--- src/rtl/esq_pkg.sv ---
package esq_pkg;

  localparam int STATES            = 6;
  localparam int CLK_PER_STATE_STD = 2;
  localparam int SLOT_W            = $clog2(STATES * CLK_PER_STATE_STD);
  localparam int STATE_W           = $clog2(STATES);
  localparam int STD_SHIFT         = $clog2(CLK_PER_STATE_STD);

  // States in which the address latch fires, and the read strobe that trails each.
  localparam logic [STATE_W-1:0] LATCH_ST_A = STATE_W'(0);
  localparam logic [STATE_W-1:0] LATCH_ST_B = STATE_W'(3);
  localparam logic [STATE_W-1:0] READ_ST_A  = STATE_W'(1);
  localparam logic [STATE_W-1:0] READ_ST_B  = STATE_W'(4);

  typedef enum logic [1:0] {
    CY_INT     = 2'd0,
    CY_XCODE   = 2'd1,
    CY_XDATA_W = 2'd2,
    CY_XDATA_B = 2'd3
  } cyc_e;

  function automatic logic [SLOT_W-1:0] last_slot(input logic x2);
    int n;
    n = x2 ? STATES : STATES * CLK_PER_STATE_STD;
    return SLOT_W'(n - 1);
  endfunction

  function automatic logic [STATE_W-1:0] slot_to_state(input logic [SLOT_W-1:0] s,
                                                       input logic x2);
    logic [SLOT_W-1:0] q;
    q = x2 ? s : (s >> STD_SHIFT);
    return q[STATE_W-1:0];
  endfunction

  function automatic logic is_ext_data(input cyc_e t);
    return (t == CY_XDATA_W) || (t == CY_XDATA_B);
  endfunction

  function automatic logic ale_on(input logic [STATE_W-1:0] st, input cyc_e t,
                                  input logic off);
    logic latch_st;
    latch_st = (st == LATCH_ST_A) || (st == LATCH_ST_B);
    case (t)
      CY_INT:   return latch_st && !off;
      CY_XCODE: return latch_st;
      default:  return st == LATCH_ST_A;
    endcase
  endfunction

  function automatic logic psen_on(input logic [STATE_W-1:0] st, input cyc_e t);
    return (t == CY_XCODE) && ((st == READ_ST_A) || (st == READ_ST_B));
  endfunction

  function automatic logic uses_addr_hi(input cyc_e t);
    return (t == CY_XCODE) || (t == CY_XDATA_W);
  endfunction

endpackage

--- src/rtl/esq_timebase.sv ---
module esq_timebase
  import esq_pkg::*;
(
  input  logic               clk,
  input  logic               rst,
  input  logic               x2_q,
  output logic [SLOT_W-1:0]  slot,
  output logic [STATE_W-1:0] state,
  output logic               wrap
);

  assign wrap  = (slot == last_slot(x2_q));
  assign state = slot_to_state(slot, x2_q);

  always_ff @(posedge clk) begin
    if (rst)       slot <= '0;
    else if (wrap) slot <= '0;
    else           slot <= slot + 1'b1;
  end

endmodule

--- src/rtl/esq_cycle_latch.sv ---
module esq_cycle_latch
  import esq_pkg::*;
#(
  parameter int ADDR_W = 16,
  parameter int HI_W   = 8
) (
  input  logic              clk,
  input  logic              rst,
  input  logic              wrap,
  input  logic              x2_mode,
  input  logic              ale_off,
  input  logic [1:0]        cyc_type,
  input  logic [ADDR_W-1:0] addr,
  input  logic [HI_W-1:0]   p2_reg,
  output logic              valid_q,
  output logic              x2_q,
  output logic              ale_off_q,
  output cyc_e              type_q,
  output logic [HI_W-1:0]   addr_hi_q,
  output logic [HI_W-1:0]   p2_q
);

  always_ff @(posedge clk) begin
    if (rst) begin
      valid_q   <= 1'b0;
      x2_q      <= 1'b0;
      ale_off_q <= 1'b0;
      type_q    <= CY_INT;
      addr_hi_q <= '1;
      p2_q      <= '1;
    end else if (wrap) begin
      valid_q   <= 1'b1;
      x2_q      <= x2_mode;
      ale_off_q <= ale_off;
      type_q    <= cyc_e'(cyc_type);
      addr_hi_q <= addr[ADDR_W-1 -: HI_W];
      p2_q      <= p2_reg;
    end
  end

endmodule

--- src/rtl/esq_strobe_decode.sv ---
module esq_strobe_decode
  import esq_pkg::*;
#(
  parameter int HI_W = 8
) (
  input  logic               valid_q,
  input  logic [STATE_W-1:0] state,
  input  cyc_e               type_q,
  input  logic               ale_off_q,
  input  logic [HI_W-1:0]    addr_hi_q,
  input  logic [HI_W-1:0]    p2_q,
  output logic               ale,
  output logic               psen_n,
  output logic [HI_W-1:0]    port_hi
);

  always_comb begin
    ale     = valid_q && ale_on(state, type_q, ale_off_q);
    psen_n  = !(valid_q && psen_on(state, type_q));
    port_hi = (valid_q && uses_addr_hi(type_q)) ? addr_hi_q : p2_q;
  end

endmodule

--- src/rtl/bus_strobe_seq.sv ---
module bus_strobe_seq
  import esq_pkg::*;
#(
  parameter int ADDR_W = 16,
  parameter int HI_W   = 8
) (
  input  logic              clk,
  input  logic              rst,
  input  logic              x2_mode,
  input  logic              ale_off,
  input  logic [1:0]        cyc_type,
  input  logic [ADDR_W-1:0] addr,
  input  logic [HI_W-1:0]   p2_reg,
  output logic              ale,
  output logic              psen_n,
  output logic [HI_W-1:0]   port_hi
);

  logic [SLOT_W-1:0]  slot;
  logic [STATE_W-1:0] state;
  logic               wrap;
  logic               valid_q;
  logic               x2_q;
  logic               ale_off_q;
  cyc_e               type_q;
  logic [HI_W-1:0]    addr_hi_q;
  logic [HI_W-1:0]    p2_q;

  esq_timebase u_tb (
    .clk   (clk),
    .rst   (rst),
    .x2_q  (x2_q),
    .slot  (slot),
    .state (state),
    .wrap  (wrap)
  );

  esq_cycle_latch #(.ADDR_W(ADDR_W), .HI_W(HI_W)) u_latch (
    .clk       (clk),
    .rst       (rst),
    .wrap      (wrap),
    .x2_mode   (x2_mode),
    .ale_off   (ale_off),
    .cyc_type  (cyc_type),
    .addr      (addr),
    .p2_reg    (p2_reg),
    .valid_q   (valid_q),
    .x2_q      (x2_q),
    .ale_off_q (ale_off_q),
    .type_q    (type_q),
    .addr_hi_q (addr_hi_q),
    .p2_q      (p2_q)
  );

  esq_strobe_decode #(.HI_W(HI_W)) u_dec (
    .valid_q   (valid_q),
    .state     (state),
    .type_q    (type_q),
    .ale_off_q (ale_off_q),
    .addr_hi_q (addr_hi_q),
    .p2_q      (p2_q),
    .ale       (ale),
    .psen_n    (psen_n),
    .port_hi   (port_hi)
  );

endmodule

--- config.mk ---
export PLATFORM = sky130hd
export DESIGN_NAME = bus_strobe_seq
export DESIGN_NICKNAME = d
export VERILOG_FILES = /design/src/rtl/esq_pkg.sv /design/src/rtl/esq_timebase.sv /design/src/rtl/esq_cycle_latch.sv /design/src/rtl/esq_strobe_decode.sv /design/src/rtl/bus_strobe_seq.sv
export SDC_FILE = /design/constraint.sdc
export NUM_CORES = 1
export LEC_CHECK = 0
export BUFFER_PORTS_ARGS = -buffer_cell sky130_fd_sc_hd__buf_4
export CAP_MARGIN = 10
export CORE_ASPECT_RATIO = 0.5
export CORE_MARGIN = 10
export CORE_UTILIZATION = 40
export DETAILED_ROUTE_END_ITERATION = 6
export GPL_TIMING_DRIVEN = 0
export PLACE_DENSITY = 0.75
export SYNTH_ARGS = -nofsm -noshare
export SYNTH_HDL_FRONTEND = slang
export SYNTH_SLANG_ARGS = --single-unit
--- constraint.sdc ---
create_clock -name clk -period 2.2 [get_ports clk]
set_clock_uncertainty 0.2 [all_clocks]
set_input_delay 0.44 -clock clk [delete_from_list [all_inputs] [get_ports clk]]
set_output_delay 0.44 -clock clk [all_outputs]
set_load 0.02 [all_outputs]
==> results_dict.tcl <==
set metrics [dict create \
    crit_required_ns 1.56 \
    yosysWarnings 0 \
    drt_iter0_drc 40 \
    cts_tree "yes" \
    worst-setup-path-type "flip-flop to output port" \
    clock-root-buffer "clkbuf_8" \
    holdBufCountCts 0 \
    numCtsBuffers 3 \
    endpoint_kind "output port" \
    multiInputGateArea_um2 773 \
    synth_area_um2 1310 \
    dieArea_um2 6110 \
    ios 40 \
    clk_pin_slew_worst_paths_ns 0.09 \
    hpwlAfterDp_um 2290 \
    cp.arrival_ns 1.54 \
    drv_slew 0 \
    synth-edff-count 0 \
    drt_wl_total_um 3190 \
    drive_above_1_share_pct 34.7 \
    routabilityCongestion 0.760 \
    ir_drop_uv 270 \
    seq_area_frac_synth_pct 38.1 \
    synthArstFlopShare_pct 0 \
    worstPathMaxFanout 8 \
    dp_cells 207 \
    port_buffers 30 \
    nFillCells 259 \
    track_usage_pct 9.87 \
    syn-num-nets 170 \
    n_antenna_cell 0 \
    nNetsFinal 204 \
    ys_types 33 \
    rr_startpoint "u_tb.slot[2]" \
    ff_latch_area_um2 504 \
    design_power_total_mw 0.812 \
    grt_max_degree 14 \
    rsz0062_at_grt "true" \
    cp-start-kind "flip-flop" \
    finalHoldViolations 0 \
    synth-main-ff-cell "dfxtp_1" \
    ant_nets 0 \
    postCtsSetupRepairBufs 0 \
    grt_pass1_wl_um 4990 \
    endpoint "port_hi[2]" \
    cts_sinks 25 \
    status "finished clean" \
    min_path_type "input pin to flip-flop" \
    worstMarginPinSlew_ns 0.661 \
    grt_pass1_vias 1117 \
    firstDrtPassIters 4 \
    avgSynthCellArea_um2 9.58 \
    drv_cap 0 \
    start_util_pct 42.8 \
    power.density_nw_per_um2 470 \
    timing.rr.end "u_latch.p2_q[3]" \
    clkLatencyLatePin_ns 0.27 \
    p_leak_nw 0.660 \
    max_freq_ghz 0.459 \
    wl_per_cell_um 15.2 \
    rows 14 \
    antenna_found_initial 0 \
    core_um2 3070 \
    postSynthCellCount 137 \
    vias 1046 \
    die_h_um 60.5 \
    rrSetupSlack_ns 0.49 \
    r2r_cells 6 \
    vias_per_cell 4.98 \
    drc 0 \
    setup_violations 0 \
    holdPathStages 2 \
    maxSlewHeadroom_pct 56.0 \
    ys_ff_latch 25 \
    fp.dieW_um 101 \
    period_needed_ns 2.18 \
    final_core_util_pct 56.3 \
    clk_path_buf_depth 2 \
    stdcell_count 210 \
    fin_crit_sh_pct 99.0 \
    crit_start "u_latch.type_q[0]" \
    overflow 0 \
    syn2layout_area_growth_pct 31.6 \
    htree_num_levels 1 \
]
==> state kept, by name (all words and copies together) (netlist names) <==
signal	flops
u_latch.addr_hi_q	8
u_latch.ale_off_q	1
u_latch.p2_q	8
u_latch.type_q	2
u_latch.valid_q	1
u_latch.x2_q	1
u_tb.slot	4
==> cell usage in the layout (no fill, tap or decap), types with 3 or more instances in the layout <==
cell      netlist  final
nor2_1         34     34
nand2_1         4      3
dfxtp_2         0      3
buf_4           2     24
buf_6           1      9
mux2i_1        19     19
dfxtp_1        25     22
inv_1           6      4
clkbuf_8        0      3
clkbuf_1        3      3
mux2_4          0      8
==> stage by stage <==
stage	setup TNS [ns]	cell area (um2)	hold slack (ns)	worst slack, ns
floorplan	0	1310	0.235	0.261
global placement	0	1590	0.254	0.0359
detailed placement	-0.00200	1590	0.273	-0.00200
CTS	0	1660	0.198	0.00686
global route	-0.115	1730	0.201	-0.0223
finish	0	1730	0.197	0.0221
==> what timing repair did <==
item / in CTS / in global routing
gates resized for setup: 7 / 19
pin swaps: 0 / 1
setup endpoints to repair: 10 / 10
==> worst min-delay path by stage <==
stage / start / to
2_1_floorplan: u_latch.ale_off_q / u_latch.ale_off_q
3_3_place_gp: u_latch.ale_off_q / u_latch.ale_off_q
3_5_place_dp: u_latch.ale_off_q / u_latch.ale_off_q
4_1_cts: x2_mode / u_latch.x2_q
5_1_grt: x2_mode / u_latch.x2_q
6_report: x2_mode / u_latch.x2_q
==> Yosys cell counts (2+ instances only) <==
| master | n | area, um2 |
|---|---|---|
| o21a_1 | 2 | 15.0 |
| inv_1 | 6 | 22.5 |
| ha_1 | 3 | 37.5 |
| o31ai_1 | 2 | 15.0 |
| o31ai_4 | 2 | 42.5 |
| mux2i_1 | 19 | 190 |
| dfxtp_1 | 25 | 500 |
| buf_4 | 2 | 15.0 |
| nor2b_1 | 2 | 12.5 |
| nor2_1 | 34 | 128 |
| and4bb_1 | 2 | 25.0 |
| mux2_2 | 8 | 90.1 |
| nand2_1 | 4 | 15.0 |
| clkbuf_1 | 3 | 11.3 |
| nand2b_1 | 2 | 12.5 |
| buf_1 | 2 | 7.51 |
| o2111ai_1 | 2 | 17.5 |
| a21oi_1 | 2 | 10.0 |
==> where the power goes <==
part           switching (mW)  leakage, nW  internal [mW]
Combinational          0.0365        0.433         0.0400
Clock                   0.140       0.0228          0.129
Sequential            0.00798        0.204          0.458
Total                   0.184        0.660          0.627
==> critical path, stage by stage, from the launching register on <==
cell and delay (ns):
dfxtp_2 0.35, inv_2 0.06, ha_4 0.29, nand2_8 0.09, mux2_4 0.33, buf_6 0.13
==> logic make-up (layout without fill, tap and decap cells) <==
family                     count (synthesis)  after routing  synth area share [%]
AOI/OAI and AO/OA                         15             15                  10.6
xor gates and xnor gates                   1              1                 0.667
adders and majority gates                  3              3                  2.86
buffers and inverters                     16             49                  7.82
DFF                                       25             25                  38.1
muxes                                     27             27                  21.4
and+or+nand+nor                           50             50                  18.6
==> per-layer routing <==
layer	vias to the layer above	GRT usage [%]	wire, um
met5	-	0	0
met4	0	2.37	19
met3	2	3.17	142
met2	14	19.0	1650
met1	495	10.4	1380
li1	535	-	-
==> area by class of cell <==
| class | count | share of cell area, % |
|---|---|---|
| Timing Repair Buffer | 30 | 14.8 |
| Buffer | 9 | 4.42 |
| Multi-Input combinational cell | 96 | 44.8 |
| Sequential cell | 25 | 29.2 |
| Clock buffer | 4 | 2.61 |
| Tap cell | 40 | 2.90 |
| Inverter | 6 | 1.30 |
Power figures use the tool's default switching activity.
